## src/rtl/wdg_pkg.sv

```systemverilog
package wdg_pkg;

  localparam int NUM_EVENTS = 3;
  localparam int EV_INTRUDE = 0;
  localparam int EV_THERMAL = 1;
  localparam int EV_NOBOOT  = 2;

  localparam logic [1:0] ADDR_CTRL   = 2'd0;
  localparam logic [1:0] ADDR_RELOAD = 2'd1;
  localparam logic [1:0] ADDR_KICK   = 2'd2;
  localparam logic [1:0] ADDR_CLEAR  = 2'd3;

  localparam int CTRL_ENABLE      = 0;
  localparam int CTRL_ROUTE_TCO   = 1;
  localparam int CTRL_INTEN_LSB   = 2;
  localparam int CTRL_ALERTEN_LSB = 5;
  localparam int CTRL_W           = CTRL_ALERTEN_LSB + NUM_EVENTS;

  localparam int MSG_BYTES = 8;
  localparam int MSG_IDX_W = $clog2(MSG_BYTES);
  // fixed alert text, first byte in the top bits
  localparam logic [8*MSG_BYTES-1:0] ALERT_MSG = 64'h57444F4745564E54;

  // strobes from control to datapath
  typedef struct packed {
    logic loadCount;
    logic decCount;
    logic restoreDefaults;
    logic blockWrites;
    logic byteRestart;
    logic byteNext;
  } wdgStrobe_t;

  typedef enum logic {ALERT_IDLE, ALERT_SEND} alertState_t;

  function automatic logic [7:0] alertByte(input logic [MSG_IDX_W-1:0] idx);
    return ALERT_MSG[(8*MSG_BYTES - 1 - 8*int'(idx)) -: 8];
  endfunction

endpackage

```

## src/rtl/wdg_event_sync.sv

```systemverilog
module wdg_event_sync #(
  parameter int NUM = 3
) (
  input  logic           clk,
  input  logic           rst_n,
  input  logic [NUM-1:0] rawActive,
  output logic [NUM-1:0] edgeStb
);

  for (genvar g = 0; g < NUM; g++) begin : g_chan
    logic meta, stable, prevStable;
    always_ff @(posedge clk or negedge rst_n) begin
      if (!rst_n) begin
        meta       <= 1'b0;
        stable     <= 1'b0;
        prevStable <= 1'b0;
      end else begin
        meta       <= rawActive[g];
        stable     <= meta;
        prevStable <= stable;
      end
    end
    assign edgeStb[g] = stable & ~prevStable;
  end

endmodule

```

## src/rtl/wdg_datapath.sv

```systemverilog
module wdg_datapath
  import wdg_pkg::*;
#(
  parameter int          COUNT_W        = 16,
  parameter logic [15:0] DEFAULT_RELOAD = 16'd1000
) (
  input  logic                  clk,
  input  logic                  rst_n,
  input  logic                  wrEn,
  input  logic [1:0]            wrAddr,
  input  logic [COUNT_W-1:0]    wrData,
  input  logic [NUM_EVENTS-1:0] eventEdge,
  input  wdgStrobe_t            strobe,
  output logic                  countZero,
  output logic                  kickStb,
  output logic                  enRise,
  output logic                  enFall,
  output logic                  timerOn,
  output logic                  routeTco,
  output logic [NUM_EVENTS-1:0] intEn,
  output logic [NUM_EVENTS-1:0] alertEn,
  output logic [NUM_EVENTS-1:0] eventStatus,
  output logic [7:0]            alertData,
  output logic                  lastByte
);

  localparam logic [COUNT_W-1:0] RELOAD_INIT = COUNT_W'(DEFAULT_RELOAD);

  logic [CTRL_W-1:0]     ctrlReg;
  logic [COUNT_W-1:0]    reloadReg;
  logic [COUNT_W-1:0]    count;
  logic [MSG_IDX_W-1:0]  byteIdx;
  logic                  wrOk, wrCtrl, wrReload, wrClear;
  logic [NUM_EVENTS-1:0] clearMask;

  assign wrOk     = wrEn & ~strobe.blockWrites;
  assign wrCtrl   = wrOk & (wrAddr == ADDR_CTRL);
  assign wrReload = wrOk & (wrAddr == ADDR_RELOAD);
  assign kickStb  = wrOk & (wrAddr == ADDR_KICK);
  assign wrClear  = wrOk & (wrAddr == ADDR_CLEAR);
  assign enRise   = wrCtrl &  wrData[CTRL_ENABLE] & ~ctrlReg[CTRL_ENABLE];
  assign enFall   = wrCtrl & ~wrData[CTRL_ENABLE] &  ctrlReg[CTRL_ENABLE];
  assign clearMask = wrClear ? wrData[NUM_EVENTS-1:0] : '0;

  always_ff @(posedge clk or negedge rst_n) begin
    if (!rst_n) begin
      ctrlReg     <= '0;
      reloadReg   <= RELOAD_INIT;
      count       <= RELOAD_INIT;
      eventStatus <= '0;
      byteIdx     <= '0;
    end else if (strobe.restoreDefaults) begin
      ctrlReg     <= '0;
      reloadReg   <= RELOAD_INIT;
      count       <= RELOAD_INIT;
      eventStatus <= '0;
      byteIdx     <= '0;
    end else begin
      if (wrCtrl)   ctrlReg   <= wrData[CTRL_W-1:0];
      if (wrReload) reloadReg <= wrData;
      if (strobe.loadCount)     count <= reloadReg;
      else if (strobe.decCount) count <= count - 1'b1;
      eventStatus <= (eventStatus & ~clearMask) | eventEdge;
      if (strobe.byteRestart)   byteIdx <= '0;
      else if (strobe.byteNext) byteIdx <= byteIdx + 1'b1;
    end
  end

  assign countZero = (count == '0);
  assign timerOn   = ctrlReg[CTRL_ENABLE];
  assign routeTco  = ctrlReg[CTRL_ROUTE_TCO];
  assign intEn     = ctrlReg[CTRL_INTEN_LSB +: NUM_EVENTS];
  assign alertEn   = ctrlReg[CTRL_ALERTEN_LSB +: NUM_EVENTS];
  assign alertData = alertByte(byteIdx);
  assign lastByte  = (byteIdx == MSG_IDX_W'(MSG_BYTES - 1));

endmodule

```

## src/rtl/wdg_control.sv

```systemverilog
module wdg_control
  import wdg_pkg::*;
#(
  parameter int RESET_HOLD = 16
) (
  input  logic       clk,
  input  logic       rst_n,
  input  logic       timerOn,
  input  logic       countZero,
  input  logic       kickStb,
  input  logic       enRise,
  input  logic       enFall,
  input  logic       alertReq,
  input  logic       alertReady,
  input  logic       lastByte,
  output wdgStrobe_t strobe,
  output logic       firstExpired,
  output logic       sysReset,
  output logic       alertValid
);

  localparam int HOLD_W = $clog2(RESET_HOLD + 1);
  localparam logic [HOLD_W-1:0] HOLD_LAST = HOLD_W'(RESET_HOLD - 1);

  logic              holdActive;
  logic [HOLD_W-1:0] holdCnt;
  logic              expiry, holdDone, handshake, msgDone, msgAgain;
  alertState_t       alertState;
  logic              pending;

  assign expiry    = timerOn & countZero & ~holdActive & ~kickStb & ~enFall;
  assign holdDone  = holdActive & (holdCnt == HOLD_LAST);
  assign handshake = (alertState == ALERT_SEND) & alertReady;
  assign msgDone   = handshake & lastByte;
  assign msgAgain  = msgDone & (pending | alertReq);

  always_comb begin
    strobe                 = '0;
    strobe.loadCount       = ~holdActive & (kickStb | enRise | (expiry & ~firstExpired));
    strobe.decCount        = timerOn & ~countZero & ~holdActive;
    strobe.restoreDefaults = holdDone;
    strobe.blockWrites     = holdActive;
    strobe.byteRestart     = ((alertState == ALERT_IDLE) & alertReq) | msgAgain;
    strobe.byteNext        = handshake & ~lastByte;
  end

  // timer stages and reset hold
  always_ff @(posedge clk or negedge rst_n) begin
    if (!rst_n) begin
      firstExpired <= 1'b0;
      holdActive   <= 1'b0;
      holdCnt      <= '0;
    end else if (holdActive) begin
      if (holdDone) begin
        holdActive   <= 1'b0;
        holdCnt      <= '0;
        firstExpired <= 1'b0;
      end else begin
        holdCnt <= holdCnt + 1'b1;
      end
    end else if (kickStb | enFall) begin
      firstExpired <= 1'b0;
    end else if (expiry) begin
      if (firstExpired) begin
        holdActive <= 1'b1;
        holdCnt    <= '0;
      end else begin
        firstExpired <= 1'b1;
      end
    end
  end

  // alert sequencer
  always_ff @(posedge clk or negedge rst_n) begin
    if (!rst_n) begin
      alertState <= ALERT_IDLE;
      pending    <= 1'b0;
    end else if (holdDone) begin
      alertState <= ALERT_IDLE;
      pending    <= 1'b0;
    end else begin
      case (alertState)
        ALERT_IDLE: if (alertReq) alertState <= ALERT_SEND;
        ALERT_SEND: begin
          if (msgDone) begin
            pending <= 1'b0;
            if (!msgAgain) alertState <= ALERT_IDLE;
          end else if (alertReq) begin
            pending <= 1'b1;
          end
        end
        default: alertState <= ALERT_IDLE;
      endcase
    end
  end

  assign sysReset   = holdActive;
  assign alertValid = (alertState == ALERT_SEND);

endmodule

```

## src/rtl/lockup_watchdog.sv

```systemverilog
module lockup_watchdog
  import wdg_pkg::*;
#(
  parameter int          COUNT_W        = 16,
  parameter logic [15:0] DEFAULT_RELOAD = 16'd1000,
  parameter int          RESET_HOLD     = 16
) (
  input  logic                  clk,
  input  logic                  rst_n,
  input  logic                  wrEn,
  input  logic [1:0]            wrAddr,
  input  logic [COUNT_W-1:0]    wrData,
  input  logic                  intrudeN,
  input  logic                  thermalAlarm,
  input  logic                  noBootFlag,
  input  logic                  alertReady,
  output logic                  smiReq,
  output logic                  tcoIrq,
  output logic                  sysReset,
  output logic [NUM_EVENTS-1:0] eventStatus,
  output logic                  alertValid,
  output logic [7:0]            alertData
);

  wdgStrobe_t            strobe;
  logic [NUM_EVENTS-1:0] rawActive, eventEdge, intEn, alertEn, tcoMask;
  logic countZero, kickStb, enRise, enFall, timerOn, routeTco;
  logic lastByte, firstExpired, alertReq, intrusionSmi;

  assign rawActive[EV_INTRUDE] = ~intrudeN;
  assign rawActive[EV_THERMAL] = thermalAlarm;
  assign rawActive[EV_NOBOOT]  = noBootFlag;

  wdg_event_sync #(.NUM(NUM_EVENTS)) u_sync (
    .clk(clk), .rst_n(rst_n), .rawActive(rawActive), .edgeStb(eventEdge)
  );

  wdg_datapath #(.COUNT_W(COUNT_W), .DEFAULT_RELOAD(DEFAULT_RELOAD)) u_dp (
    .clk(clk), .rst_n(rst_n), .wrEn(wrEn), .wrAddr(wrAddr), .wrData(wrData),
    .eventEdge(eventEdge), .strobe(strobe), .countZero(countZero),
    .kickStb(kickStb), .enRise(enRise), .enFall(enFall), .timerOn(timerOn),
    .routeTco(routeTco), .intEn(intEn), .alertEn(alertEn),
    .eventStatus(eventStatus), .alertData(alertData), .lastByte(lastByte)
  );

  assign alertReq = |(eventEdge & alertEn);

  wdg_control #(.RESET_HOLD(RESET_HOLD)) u_ctl (
    .clk(clk), .rst_n(rst_n), .timerOn(timerOn), .countZero(countZero),
    .kickStb(kickStb), .enRise(enRise), .enFall(enFall), .alertReq(alertReq),
    .alertReady(alertReady), .lastByte(lastByte), .strobe(strobe),
    .firstExpired(firstExpired), .sysReset(sysReset), .alertValid(alertValid)
  );

  always_comb begin
    tcoMask             = '1;
    tcoMask[EV_INTRUDE] = routeTco;
  end
  assign intrusionSmi = eventStatus[EV_INTRUDE] & intEn[EV_INTRUDE] & ~routeTco;
  assign smiReq       = firstExpired | intrusionSmi;
  assign tcoIrq       = |(eventStatus & intEn & tcoMask);

endmodule

```

## config.mk

```make
export PLATFORM = sky130hd
export DESIGN_NAME = lockup_watchdog
export DESIGN_NICKNAME = d
export VERILOG_FILES = /design/src/rtl/wdg_pkg.sv /design/src/rtl/wdg_event_sync.sv /design/src/rtl/wdg_datapath.sv /design/src/rtl/wdg_control.sv /design/src/rtl/lockup_watchdog.sv
export SDC_FILE = /design/constraint.sdc
export NUM_CORES = 1
export LEC_CHECK = 0
export BUFFER_PORTS_ARGS = -buffer_cell sky130_fd_sc_hd__buf_4
export CAP_MARGIN = 40
export CORE_UTILIZATION = 52
export CTS_CLUSTER_DIAMETER = 100
export CTS_CLUSTER_SIZE = 28
export DETAILED_ROUTE_END_ITERATION = 7
export PLACE_DENSITY = 0.76
export RECOVER_POWER = 50
export SETUP_SLACK_MARGIN = 0.5
export SLEW_MARGIN = 20
export SYNTH_ARGS = -nofsm -noshare
export SYNTH_HDL_FRONTEND = slang
export SYNTH_SLANG_ARGS = --single-unit
```

## constraint.sdc

```tcl
create_clock -name clk -period 2.1 [get_ports clk]
set_clock_uncertainty 0.05 [all_clocks]
set_input_delay 0.105 -clock clk [delete_from_list [all_inputs] [get_ports clk]]
set_output_delay 0.105 -clock clk [all_outputs]
set_load 0.05 [all_outputs]
```

## After elaboration in Yosys (flattened, before gate mapping)

Index checks and enable logic that the tools add are counted.

- Reductions and logical operators: 16
- Shift-type cells: 1
- Equality and inequality tests: 7
- $add $sub $neg: 4
- Bitwise logic cells: 54
- Muxes and demuxes: 35

Operators with widths:

| cell | number |
|---|---|
| 16-bit two-way mux | 5 |
| 71-bit by 32-bit indexed part select with 8-bit output, first input constant | 1 |
| 1-bit bitwise AND | 28 |
| 5-bit two-way mux | 5 |
| 1-bit two-way mux | 17 |
| 16-bit logical NOT | 1 |
| 8-bit two-way mux | 2 |
| 16-bit by 1-bit subtractor with 16-bit output, second input constant | 1 |
| 3-bit two-way mux | 5 |
| 1-bit inverter | 14 |
| 3-bit bitwise AND | 4 |
| 3-bit nonzero test | 4 |
| 2-bit nonzero test | 5 |
| 6-bit by 6-bit subtractor with 7-bit output, first input constant | 1 |
| 1-bit OR | 6 |
| 3-bit OR reduction | 2 |
| 5-bit by 1-bit adder with 5-bit output, second input constant | 1 |
| 5-bit by 4-bit equality test with 1-bit output, second input constant | 1 |
| 2-bit equality test, second input constant | 2 |
| 2-bit AND reduction | 2 |
| 3-bit by 1-bit adder with 3-bit output, second input constant | 1 |
| 3-bit equality test, second input constant | 1 |
| 3-bit inverter | 1 |
| 3-bit OR | 1 |
| other kinds (6) | 6 |

- Word-level logic and storage cells: 136
- Register bits after elaboration: 64
- Output and inout port bits: 15

## Longest topological paths before layout

Gate-level depths: netlist (run 1).

- Word-level depth: 12
- Gate-level depth with buffers: 9
- Mapped depth without buffers: 7

## Cells and area by module

A second synthesis (run 1) with hierarchy kept.

- Cell total of the unflattened synthesis: 334
- Area, all modules: 3241.9 um2

By module, submodules not included:

| module | times used | sequential area each (um2) | area an instance (um2) | cells each |
|---|---|---|---|---|
| wdg_datapath | 1 | 1166.1 | 2449.8 | 264 |
| wdg_control | 1 | 225.2 | 480.5 | 50 |
| wdg_event_sync | 1 | 225.2 | 266.5 | 12 |
| lockup_watchdog | 1 | 0.0 | 45.0 | 8 |

## Worst setup path after synthesis (run 1)

OpenSTA, ideal clock, no wires.

- Path type: reg-to-reg
- Start: register u_ctl.holdActive, in the netlist u_ctl.sysReset
- End: register u_dp.count[13]
- Cell stages (with the launch flop): 7
- Arrival: 1979 ps
- Library setup time: 120 ps
- Data required time: 1930 ps
- Buffers on the path: 1
- Clock period less this slack: 2148 ps
- Setup slack: -48 ps
- Cells stage by stage: dfrtp_1 -> clkbuf_1 -> nand2b_1 -> nor3_1 -> nand4b_1 -> xnor2_1 -> a31o_1

- Cells in the longest elaborated chain, start to end: 12
- Elaborated cells between the ends (all ways): 22
- Classes of those cells: mux (2); bitwise (19); reduce/logical (1)

RTL lines:

| element | line | source |
|---|---|---|
| start, declared | wdg_control.sv:25 | `logic holdActive;` |
| start signal, assigned | wdg_control.sv:51 | `holdActive <= 1'b0;` |
| start signal, assigned | wdg_control.sv:55 | `holdActive <= 1'b0;` |
| start signal, assigned | wdg_control.sv:65 | `holdActive <= 1'b1;` |
| 1-bit inverter | -- |  |
| 1-bit bitwise AND | wdg_datapath.sv:36 | `assign wrOk = wrEn & ~strobe.blockWrites;` |
| 1-bit bitwise AND | wdg_datapath.sv:37 | `assign wrCtrl = wrOk & (wrAddr == ADDR_CTRL);` |
| 1-bit bitwise AND (2 in series) | wdg_datapath.sv:42 | `assign enFall = wrCtrl & ~wrData[CTRL_ENABLE] & ctrlReg[CTRL_ENABLE];` |
| 1-bit inverter | wdg_control.sv:31 | `assign expiry = timerOn & countZero & ~holdActive & ~kickStb & ~enFall;` |
| 1-bit bitwise AND | wdg_control.sv:31 |  |
| 1-bit bitwise AND | wdg_control.sv:39 | `strobe.loadCount = ~holdActive & (kickStb \| enRise \| (expiry & ~firstExpired));` |
| 1-bit OR | wdg_control.sv:39 |  |
| 1-bit bitwise AND | wdg_control.sv:39 |  |
| 16-bit two-way mux | wdg_datapath.sv:61 | `if (strobe.loadCount) count <= reloadReg;` |
| 16-bit two-way mux | wdg_datapath.sv:52 | `end else if (strobe.restoreDefaults) begin` |
| end signal, assigned | wdg_datapath.sv:61 |  |
| end signal, assigned | wdg_datapath.sv:62 | `else if (strobe.decCount) count <= count - 1'b1;` |
| end, declared | wdg_datapath.sv:31 | `logic [COUNT_W-1:0] count;` |

Parallel ways exist; a longest one is shown, timed or not.
A chain may end at the register's enable or synchronous reset.

## Worst setup path in the final report (run 1)

- Start: register u_dp.count[2]
- End: register u_dp.count[9]

- Cells in the longest elaborated chain, start to end: 10
- Elaborated cells between the ends (all ways): 16
- Classes of those cells: add/sub (1); mux (3); bitwise (10); reduce/logical (2)

RTL lines:

| element | line | source |
|---|---|---|
| 16-bit logical NOT | wdg_datapath.sv:69 | `assign countZero = (count == '0);` |
| 1-bit bitwise AND (4 in series) | wdg_control.sv:31 |  |
| 1-bit bitwise AND | wdg_control.sv:39 |  |
| 1-bit OR | wdg_control.sv:39 |  |
| 1-bit bitwise AND | wdg_control.sv:39 |  |
| 16-bit two-way mux | wdg_datapath.sv:61 |  |
| 16-bit two-way mux | wdg_datapath.sv:52 |  |

Parallel ways exist; a longest one is shown, timed or not. The select of a mux whose other input is x is not followed.

==> metrics list, run 1 <==
* Outcome: completed
* Post-synthesis cell type with the largest combined area: sky130_fd_sc_hd__dfrtp_1
- Final Max Tran Viols: 0
- The share of total power dissipated in combinational logic is 0.408.
* Clock tree root buffer cell: sky130_fd_sc_hd__clkbuf_8
- Synth async-reset ratio: 1.00
* Most frequent cells after synthesis: sky130_fd_sc_hd__nand2_1, sky130_fd_sc_hd__dfrtp_1, sky130_fd_sc_hd__a21oi_1, sky130_fd_sc_hd__nor2_1, sky130_fd_sc_hd__nand3_1
* Count of endpoints failing setup in the final report: 0
* Later-pin clock latency in the skew report: 0.35 ns
* Violation count after the first detailed-routing iteration: 381
- Clock tree from TritonCTS: built
- GRT Util Overall: 0.286
- The Yosys step of the flow raised 0 warnings.
- Of the cells placed in the final design, the portion with a size suffix greater than 1 is 0.364.
* DP Wirelength: 4.76 mm
- Total Power: 0.00505 W
- Xor/xnor cell area share of the yosys netlist: 0.0244
- The setup path with the least slack is of type register to register.
- Sequential cell area fraction in the yosys report: 0.501
* Number of antenna violations at the first check in global routing: 0
- Fraction of the mapped netlist area in simple logic gates: 0.236
- Number of clock buffers inserted by TritonCTS: 9
* Crit end category: register
* Aggregate routed wire length: 9.84 mm
* Final period util: 0.985
- The initial utilization of the core area, before any placement, comes to 0.542.
* Clock period minus worst slack: 2.07 ns
- Critical Path Fanout Max: 15
- Met1 demand-to-capacity share in global routing: 0.334
- VDD sags by at most 1.28 mV.
- Antenna viol nets, final: 0
- Most numerous cell in the Yosys netlist: sky130_fd_sc_hd__nand2_1
- Input/output buffers: 35
- Final hold violation count: 0
- Highest attainable clock frequency: 0.484 GHz
* Multi-input gate area: 0.00172 sq mm
* Placeable core area: 0.00596 sq mm
- The die covers 0.00653 sq mm.
* Core Rows: 28
- The net count of the finished layout is 465.
- The mapped netlist covers 0.00323 sq mm.
* Met2 layer usage reported by global route: 0.497
* Multiplexer area fraction after synthesis: 0.0163
* First-pass GRT wire length: 13.6 mm
- Relative to the synthesized area, the layout overhead comes to 39.2%.
- Overall via count from detail_route: 3053
- Ratio of total power to cell area: 1120 mW/mm^2
* Horizontal extent of the die: 80.8 um
- Data on the critical path arrives at its endpoint at 2.30 ns.
- Measured along the y axis, the die boundary spans 80.8 um.
- Yosys mapped the design onto 60 distinct sky130hd cell types.
- Reported max-cap violation count: 0
* Actual transition at the worst max-transition pin: 1.36 ns
* Leading register cell type out of synthesis: sky130_fd_sc_hd__dfrtp_1
- Clock-pin slew of the registers on the worst-case setup and hold paths: 0.07 ns
- The synthesized design contains 64 register bits.
- The worst setup path is launched from a register.
- The first detailed-routing pass took 5 iterations.
* Vias in the first global route: 2897
- The repair_antennas step left the layout with diodes totalling 0.
* Internal portion of total power: 0.00307 W
* Clock group share of total power: 0.190
- Post-synthesis share of cell area spent on full adders, half adders and majority gates: 0.0310
* Vias per cell: 5.96
- In this run, synthesis inferred 0 flip-flops with an integrated enable.
- The sequential cells in the finished layout cover a total of 0.00162 sq mm.
- Slew HR: 0.0964
* Pleak: 2.03 nW
- Syn Inst Count: 338
- Unrepaired setup endpoints after global routing: true
- After synthesis, the largest family of logic cells by area is simple AND/OR/NAND/NOR gates.
- Post-route DRC violation count: 0
- Maximum buffer depth of the clock tree: 2
- Of the total power, registers draw 0.401.
- Number of inserted filler cells in the final layout: 364
- The fraction of the mapped netlist area in compound gates was 0.147.
- Number of placed instances with taps included: 440
* Met3 Usage GRT: 0.0742
- Path category of the worst min-delay check: input port to async pin
- Maximum level of the CTS H-tree: 3
- Switching Fraction: 0.393
- Data on the critical path is required at its endpoint by 2.33 ns.
- Leaving out filler cells and counting taps, the final layout contains 512.
- Num Clock Sinks: 64
- Largest net degree at the start of global routing: 65
- Global routing's busiest layer: met2
* Area share of the leading cell type in the synthesized netlist: 0.403
- Residual overflow from global routing: 0
- In this run the mean area of a mapped cell was 9.55 sq um.
* I/O pin total: 40
* Average wire per cell in the routed design: 19.2 um
* Switching pwr: 0.00198 W
- Final estimated routing congestion in global placement: 0.849
- After synthesis, the cell types taking the most area are sky130_fd_sc_hd__dfrtp_1, sky130_fd_sc_hd__dfstp_2, sky130_fd_sc_hd__nand2_1.
-- flip-flops by register name, indices dropped and copies added (netlist names), 5 cells and up --
signal,flops
u_ctl.holdCnt,5
u_dp.count,16
u_dp.ctrlReg,8
u_dp.reloadReg,16
-- layer usage --
layer,part of all wire,wire length (um)
met3,0.064,634
met2,0.52,5080
met4,0.039,386
met1,0.38,3730
met5,0,0
-- area by class of cell --
cell class                 count  share of cell area
timing repair buffer          98               0.192
sequential                    64               0.360
multi-input combinational    250               0.382
clock buffer                  15              0.0370
inverter                       9             0.00752
tap                           75              0.0209
clock inverter                 1             0.00111
-- critical path: stages, from the launching register on --
cell,delay (ns)
sky130_fd_sc_hd__dfrtp_2,0.44
sky130_fd_sc_hd__nor4_4,0.31
sky130_fd_sc_hd__or2b_1,0.29
sky130_fd_sc_hd__o41a_1,0.39
sky130_fd_sc_hd__buf_12,0.18
sky130_fd_sc_hd__and2_4,0.18
sky130_fd_sc_hd__a21oi_2,0.15
-- final timing paths --
kind | startpoint | endpoint | slack, ns | cells past startpoint
min | rst_n | u_ctl.holdCnt[0] | 0.02 | 2
max in group asynchronous | rst_n | u_dp.count[2] | 0.36 | 3
max reg2reg | u_dp.count[2] | u_dp.count[9] | 0.03 | 6
max | u_dp.count[2] | u_dp.count[9] | 0.03 | 6
min reg2reg | u_sync.g_chan[0].meta | u_sync.g_chan[0].stable | 0.31 | 0
min in group clk | wrAddr[1] | u_dp.ctrlReg[3] | 0.08 | 4
-- timing repair --
action	CTS	global route
gates resized for setup	22	34
endpoints found under the hold margin	80	0
cloned	2	0
buffers inserted	21	11
endpoints found under the setup margin	33	38
pin swaps	11	12
hold buffers	21	0
-- cell usage in the layout (no fill, tap or decap), drive strengths merged, types with 12 or more instances in the layout --
cell type / netlist / final
nor2: 20 / 20
dfrtp: 52 / 52
a21oi: 39 / 39
buf: 8 / 73
dlygate4sd3: 0 / 21
dfstp: 12 / 12
o21ai: 16 / 16
clkbuf: 9 / 19
nand3: 13 / 13
nand2: 67 / 67
-- power groups by stage --
stage / Sequential, W / Combinational (W) / Clock (W)
floorplan: 0.00194 / 0.00103 / 0
global route: 0.00206 / 0.00220 / 0.00101
detailed placement: 0.00197 / 0.00141 / 0
global placement: 0.00196 / 0.00136 / 0
finish: 0.00203 / 0.00206 / 0.000960
CTS: 0.00194 / 0.00167 / 0.000959
-- stage by stage --
step | hold slack (ns) | setup TNS (ns) | utilization | cell area (sq um) | setup slack, ns
2_1_floorplan | -0.241 | 0 | - | 3320 | 0.155
3_3_place_gp | 0.165 | 0 | 0.604 | 3590 | 0.137
3_5_place_dp | 0.166 | 0 | 0.604 | 3590 | 0.0690
4_1_cts | 0.0650 | 0 | 0.716 | 4260 | 0.130
5_1_grt | 0.0321 | -0.0187 | 0.755 | 4490 | -0.0176
6_report | 0.0210 | 0 | 0.755 | 4490 | 0.0322
-- logic make-up (layout without fill, tap and decap cells) --
group	count (synthesis)	count (layout)
and+or+nand+nor	145	145
AOI/OAI and AO/OA	79	79
DFF	64	64
buffers and inverters	26	123
xor gates and xnor gates	9	9
adders and majority gates	8	8
muxes	5	5
other	2	4
Note: power is estimated with default switching activity, not from simulation.
==> inputs of run 2 (changes only) <==
--- a/config.mk
+++ b/config.mk
@@ -7,11 +7,12 @@
 export LEC_CHECK = 0
 export BUFFER_PORTS_ARGS = -buffer_cell sky130_fd_sc_hd__buf_4
 export CAP_MARGIN = 40
-export CORE_UTILIZATION = 52
+export CORE_UTILIZATION = 58
 export CTS_CLUSTER_DIAMETER = 100
 export CTS_CLUSTER_SIZE = 28
 export DETAILED_ROUTE_END_ITERATION = 7
-export PLACE_DENSITY = 0.76
+export GPL_TIMING_DRIVEN = 0
+export PLACE_DENSITY = 0.8
 export RECOVER_POWER = 50
 export SETUP_SLACK_MARGIN = 0.5
 export SLEW_MARGIN = 20
==> constraint.sdc (replaced) <==
create_clock -name clk -period 2.2 [get_ports clk]
set_clock_uncertainty 0.05 [all_clocks]
set_input_delay 0.11 -clock clk [delete_from_list [all_inputs] [get_ports clk]]
set_output_delay 0.11 -clock clk [all_outputs]
set_load 0.05 [all_outputs]
==> run 2 against run 1 <==
Clock power up 20%. Core utilization grew 11 points. Combinational power fell by 14%. Worst hold slack gained 0.055 ns. First-iteration DRC count shrank 20%. Critical path type unchanged. Maximum frequency decreased by 1.7%.
==> metrics list, run 2 (synthesis results as in run 1) <==
- Leaving out fill and tap cells, the most frequent cell in the layout is sky130_fd_sc_hd__nand2_1.
- The worst setup path is captured at a register.
* Count of endpoints failing setup in the final report: 0
- 0 antenna diodes ended up in the layout.
- At the later pin of the worst-skew pair, clock insertion delay measures 0.35 ns.
- Across every metal layer, demand over resource in global routing totals 0.314.
- Reported max-cap violation count: 0
- Summed over all layers, the global routing overflow is 0.
- Worst reg-to-reg setup slack: 0.1 ns
- Number of antenna violations at the first check in global routing: 0
- Clock tree from TritonCTS: built
- Ratio of total power to cell area: 1060 mW/mm^2
- The number of buffers and inverters on the critical path is 2.
* Required time of the critical path: 2.39 ns
- Critical Path Fanout Max: 6
* Highest attainable clock frequency: 0.475 GHz
- Summed over all cells, the static leakage comes to 2.08 nW.
- Clock-pin slew was measured on the worst setup and hold paths at 0.08 ns.
* Full die area: 0.00587 sq mm
* Violation count after the first detailed-routing iteration: 303
* Post-Route Hold Slack: 0.0763 ns
- The first TritonRoute pass finished after 7 iterations.
- Cell family with most CP delay: simple AND/OR/NAND/NOR gates
* First-pass GRT wire length: 14.1 mm
- Setup repair after global routing could not meet its margin everywhere.
- Antenna viol nets, final: 0
- Largest registers: u_dp.count: 16 flops, u_dp.reloadReg: 16 flops, u_dp.ctrlReg: 8 flops
- Register area: 0.00162 sq mm
- Overall via count from detail_route: 3121
- Worst path depth: 7
* Initial Util: 0.616
* Maximum cell stage delay along the critical path: 0.44 ns
- The number of global-route vias before repair is 2928.
- Launch point of the worst path: u_dp.count[4]
* Worst r2r src: u_dp.count[4]
- The worst hold path begins at wrData[0].
- Final estimated routing congestion in global placement: 0.865
* Largest net degree at the start of global routing: 65
* Area added between synthesis and finish: 40.8%
- Clock period minus worst slack: 2.10 ns
- Slew HR: 0.653
- Dividing the final minimum period by the clock period gives 0.956.
- The min-delay analysis places its worst path in the category input port to register.
- Critical Path Source Type: register
- Cell type of the slowest stage on the worst timing path: sky130_fd_sc_hd__dfrtp_2
* Final Max Tran Viols: 0
* Top library cells by usage in the layout, fill and taps aside: sky130_fd_sc_hd__nand2_1, sky130_fd_sc_hd__buf_4, sky130_fd_sc_hd__dfrtp_1, sky130_fd_sc_hd__a21oi_1, sky130_fd_sc_hd__dlygate4sd3_1
* R2r worst-path depth: 7
- Die Y-Extent: 76.6 um
* Final-layout setup total negative slack: 0 ns
* Class of the most critical setup path: register to register
* DP Wirelength: 4.95 mm
- Post-route DRC violation count: 0
- For this run, the post-layout net count is 473.
- Average wire per cell in the routed design: 19.2 um
- Input/output buffers: 34
- For the worst setup path, the data arrival time is 2.29 ns.
- Vias per cell: 6.06
- Outcome: completed
* Capturing instance or port of the critical path: u_dp.count[1]
- The clock passes through at most 2 buffers.
- After filler insertion, the fill cell instance count of the layout stands at 254.
- The worst register-to-register path ends at u_dp.count[1].
* Fraction of final layout cells with drive strength greater than 1: 0.362
- The critical path goes through nor4_4 > or2b_1 > o41a_1 > buf_6 > clkbuf_16 > o21ai_4 > a21oi_1.
- Actual transition at the worst max-transition pin: 0.521 ns
* Number of clock buffers inserted by TritonCTS: 9
- Clock tree root buffer cell: sky130_fd_sc_hd__clkbuf_8
- VDD sags by at most 1.22 mV.
- The number of hold-slack violations in the final timing report came to 0.
- In the final layout, the multi-input gates occupy 0.00167 sq mm.
- Num Clock Sinks: 64
- Aggregate routed wire length: 9.88 mm
- Horizontal extent of the die: 76.6 um
- The floorplan has 26 rows.
- I/O pin total: 40
* Placeable core area: 0.00524 sq mm
* Maximum level of the CTS H-tree: 3
-- run 2: worst min path at each step --
stage,end,depth (start not counted)
floorplan,u_ctl.alertValid,0
global placement,u_sync.g_chan[2].meta,1
detailed placement,u_sync.g_chan[2].meta,1
CTS,u_dp.eventStatus[0],4
global route,u_dp.eventStatus[0],4
finish,u_dp.eventStatus[0],4
-- run 2: stage by stage --
stage	utilization	area (sq um)	worst slack, ns	std cells	total power [W]
after detailed placement	0.692	3620	0.0572	444	0.00321
after global placement	0.692	3620	0.0311	444	0.00315
after floorplan	-	3280	0.255	340	0.00283
after CTS	0.820	4290	0.180	502	0.00452
final	0.868	4550	0.0961	515	0.00484
after global routing	0.868	4550	0.0585	515	0.00503
-- run 2: layout make-up --
type / count / share of cell area
Buffer: 17 / 0.0336
Clock buffer: 10 / 0.0303
Clock inverter: 6 / 0.0182
Inverter: 9 / 0.00743
Multi-Input combinational cell: 250 / 0.366
Sequential cell: 64 / 0.356
Tap cell: 70 / 0.0193
Timing Repair Buffer: 89 / 0.169
-- run 2: timing repair --
action,CTS,global route
endpoints found under the hold margin,80,0
gates resized for setup,23,44
pin swaps,11,19
hold buffers,21,0
gates cloned,0,2
setup buffers,21,10
setup endpoints to repair,50,50
-- run 2: worst register-to-register path, cell delays in order (launching register included) --
cell                        delay, ns
sky130_fd_sc_hd__dfrtp_2         0.44
sky130_fd_sc_hd__nor4_4          0.32
sky130_fd_sc_hd__or2b_1          0.29
sky130_fd_sc_hd__o41a_1          0.39
sky130_fd_sc_hd__buf_6           0.18
sky130_fd_sc_hd__clkbuf_16       0.16
sky130_fd_sc_hd__o21ai_4         0.13
sky130_fd_sc_hd__a21oi_1         0.05
-- run 2: routing by layer --
layer  vias up  part of all wire  global-route usage
met5         -                 0                   0
met4         0             0.046               0.173
met3        45             0.059              0.0443
met2       173              0.50               0.520
met1      1540              0.39               0.397
li1       1363                 -                   -
-- run 2: power breakdown --
group,switching [W],internal (W)
Clock,0.000487,0.000663
Sequential,0.000369,0.00155
Combinational,0.000991,0.000780
==> inputs of run 3 (changes only) <==
--- a/config.mk
+++ b/config.mk
@@ -7,6 +7,7 @@
 export LEC_CHECK = 0
 export BUFFER_PORTS_ARGS = -buffer_cell sky130_fd_sc_hd__buf_4
 export CAP_MARGIN = 40
+export CORE_MARGIN = 8
 export CORE_UTILIZATION = 58
 export CTS_CLUSTER_DIAMETER = 100
 export CTS_CLUSTER_SIZE = 28
==> constraint.sdc (replaced) <==
create_clock -name clk -period 2.2 [get_ports clk]
set_clock_uncertainty 0.05 [all_clocks]
set_input_delay 0.11 -clock clk [delete_from_list [all_inputs] [get_ports clk]]
set_output_delay 0.11 -clock clk [all_outputs]
set_load 0.01 [all_outputs]
==> run 3 against run 2 <==
Register-to-register slack got worse by 0.02 ns. Via count increased by 2.0%. Clock power decreased by 15%. Combinational power decreased by 11%. Critical path depth unchanged. Core utilization decreased by 3.4 points. Non-clock buffer count increased by 4. First-iteration DRC count increased by 16%. Wire length increased by 3.4%. Sequential share of layout area about the same. Count of clock-buffer cells in the layout increased by 2. Worst hold slack got worse by 0.0026 ns.
==> metrics list, run 3 (synthesis results as in run 1) <==
- Outcome: completed
- The max-slew violation count was 0.
- Maximum buffer depth of the clock tree: 2
- Initial Util: 0.594
- Fin nets: 477
- The final route contains 3184 vias.
- The number of antenna violations at the first check in global routing was 0.
* DP Wirelength: 5.37 mm
- Average wire per cell in the routed design: 19.6 um
* Antenna fix cells: 0
- Maximum vdd drop: 0.865 mV
- Top library cells by usage in the layout, fill and taps aside: sky130_fd_sc_hd__nand2_1, sky130_fd_sc_hd__buf_4, sky130_fd_sc_hd__dfrtp_1, sky130_fd_sc_hd__a21oi_1, sky130_fd_sc_hd__dlygate4sd3_1
- Crit end category: register
* WP data arrival: 2.36 ns
- Class of the most critical setup path: register to register
- Highest attainable clock frequency: 0.470 GHz
- Relative to the synthesized area, the layout overhead comes to 40.5%.
- In this run the power density over the cells is 981 mW/mm^2.
- Path category of the worst min-delay check: input port to register
* Num Clock Sinks: 64
- I/O pin total: 40
* Core Rows: 27
- Measured along the y axis, the die boundary spans 90.6 um.
* Final hold violation count: 0
- The first TritonRoute pass finished after 5 iterations.
* Clock period minus worst slack: 2.13 ns
- Slew HR: 0.126
* Horizontal extent of the die: 90.6 um
- Once placement finished, the instance area stood at 0.00361 sq mm.
- Leading cell type in the layout, fill and taps excluded: sky130_fd_sc_hd__nand2_1
- Number of clock buffers inserted by TritonCTS: 9
- Number of inserted filler cells in the final layout: 294
- Entering global routing, the biggest net connects 65 pins.
- Violation count after the first detailed-routing iteration: 350
* Fraction of final layout cells with drive strength greater than 1: 0.370
* Clock tree root buffer cell: sky130_fd_sc_hd__clkbuf_8
- Critical Path Source Type: register
* Residual overflow from global routing: 0
- Clock tree from TritonCTS: built
- Input/output buffers: 34
- Of the available clock period, the critical path in the final layout requires 0.967.
* Post-route DRC violation count: 0
- Area of all placed cells without fillers: 0.00454 sq mm
* Reported max-cap violation count: 0
- After floorplanning, the core was sized to cover 0.00544 sq mm.
* Maximum level of the CTS H-tree: 3
- The number of global-route vias before repair is 3108.
- The analysis attributes to cell leakage a power of 2.07 nW.
- For this run, the share of the core covered by cells in the final layout is 0.834.
* First-pass GRT wire length: 15.5 mm
- Dividing the detail-routed via count by the number of cells gives 6.11.
* Full die area: 0.00821 sq mm
- The later pin in the worst-skew pair is clocked with a latency of 0.35 ns.
- In the final layout, the registers with the most flip-flops are u_dp.count: 16 flops, u_dp.reloadReg: 16 flops, u_dp.ctrlReg: 8 flops.
- At the worst endpoint, the required time is 2.43 ns.
- Wires add up to 10.2 mm.
- For this run, the total global-route usage over all layers was measured as 0.236.
- Antenna viol nets, final: 0
- The congestion estimate from routability-driven global placement came to 0.852.
* Actual transition at the worst max-transition pin: 1.31 ns
- The completed layout was analyzed and its total power is 0.00445 W.
- Clock-pin slew of the registers on the worst-case setup and hold paths: 0.07 ns
- Along the worst path, the maximum fanout reaches 3.
- Unrepaired setup endpoints after global routing: true
* Count of endpoints failing setup in the final report: 0
run 3: metal layers:
| layer | wire, um | part of all wire | vias up | global-route usage |
|---|---|---|---|---|
| met5 | 0 | 0 | - | 0 |
| met4 | 444 | 0.043 | 0 | 0.103 |
| met3 | 716 | 0.070 | 49 | 0.0532 |
| met2 | 5210 | 0.51 | 198 | 0.414 |
| met1 | 3840 | 0.38 | 1558 | 0.267 |
| li1 | - | - | 1379 | - |
run 3: critical path, cell delays in order, from the launching register on:
cell and delay (ns):
sky130_fd_sc_hd__dfrtp_1 0.42, sky130_fd_sc_hd__nor4_2 0.34, sky130_fd_sc_hd__or2b_1 0.30, sky130_fd_sc_hd__buf_4 0.15
sky130_fd_sc_hd__buf_6 0.12, sky130_fd_sc_hd__nor4_2 0.34, sky130_fd_sc_hd__xnor2_1 0.17, sky130_fd_sc_hd__a21oi_2 0.17
run 3: repair_timing:
item	in CTS	in global routing
cloned	3	0
hold endpoints to repair	80	0
hold buffers	21	0
setup endpoints to repair	52	53
pin swaps	10	9
setup buffers	24	10
resized for setup	50	34
run 3: final timing paths:
check	cells past startpoint	to	startpoint	slack (ns)
worst max-delay path	7	u_dp.count[8]	u_dp.count[2]	0.07
worst min register to register	0	u_sync.g_chan[2].stable	u_sync.g_chan[2].meta	0.30
max in group asynchronous	3	u_dp.ctrlReg[1]	rst_n	0.46
worst max register to register	7	u_dp.count[8]	u_dp.count[2]	0.07
min in group asynchronous	2	u_ctl.holdCnt[0]	rst_n	0.08
worst min-delay path	4	u_dp.eventStatus[0]	wrData[0]	0.07
run 3: where the power goes:
part           switching, W  total [W]  internal [W]
registers          0.000354    0.00190       0.00155
logic              0.000764    0.00157      0.000804
clock network      0.000461   0.000980      0.000519
total               0.00158    0.00445       0.00287
run 3: stage by stage:
step,hold WS (ns),worst slack [ns],setup TNS [ns],cells
floorplan,-0.236,0.255,0,340
global placement,0.170,0.0481,0,446
detailed placement,0.170,-0.0170,-0.0255,446
CTS,0.0739,0.151,0,510
global route,0.0910,0.0127,0,521
finish,0.0737,0.0722,0,521
run 3: final cells by class:
| cell class | instances | area (sq um) | area share |
|---|---|---|---|
| buffer | 17 | 136 | 0.0301 |
| clock buffer | 12 | 135 | 0.0298 |
| clock inverter | 4 | 45.0 | 0.00993 |
| multi-input combinational | 250 | 1680 | 0.370 |
| tap | 72 | 90.1 | 0.0199 |
| sequential | 64 | 1620 | 0.357 |
| inverter | 9 | 33.8 | 0.00745 |
| timing repair buffer | 93 | 798 | 0.176 |
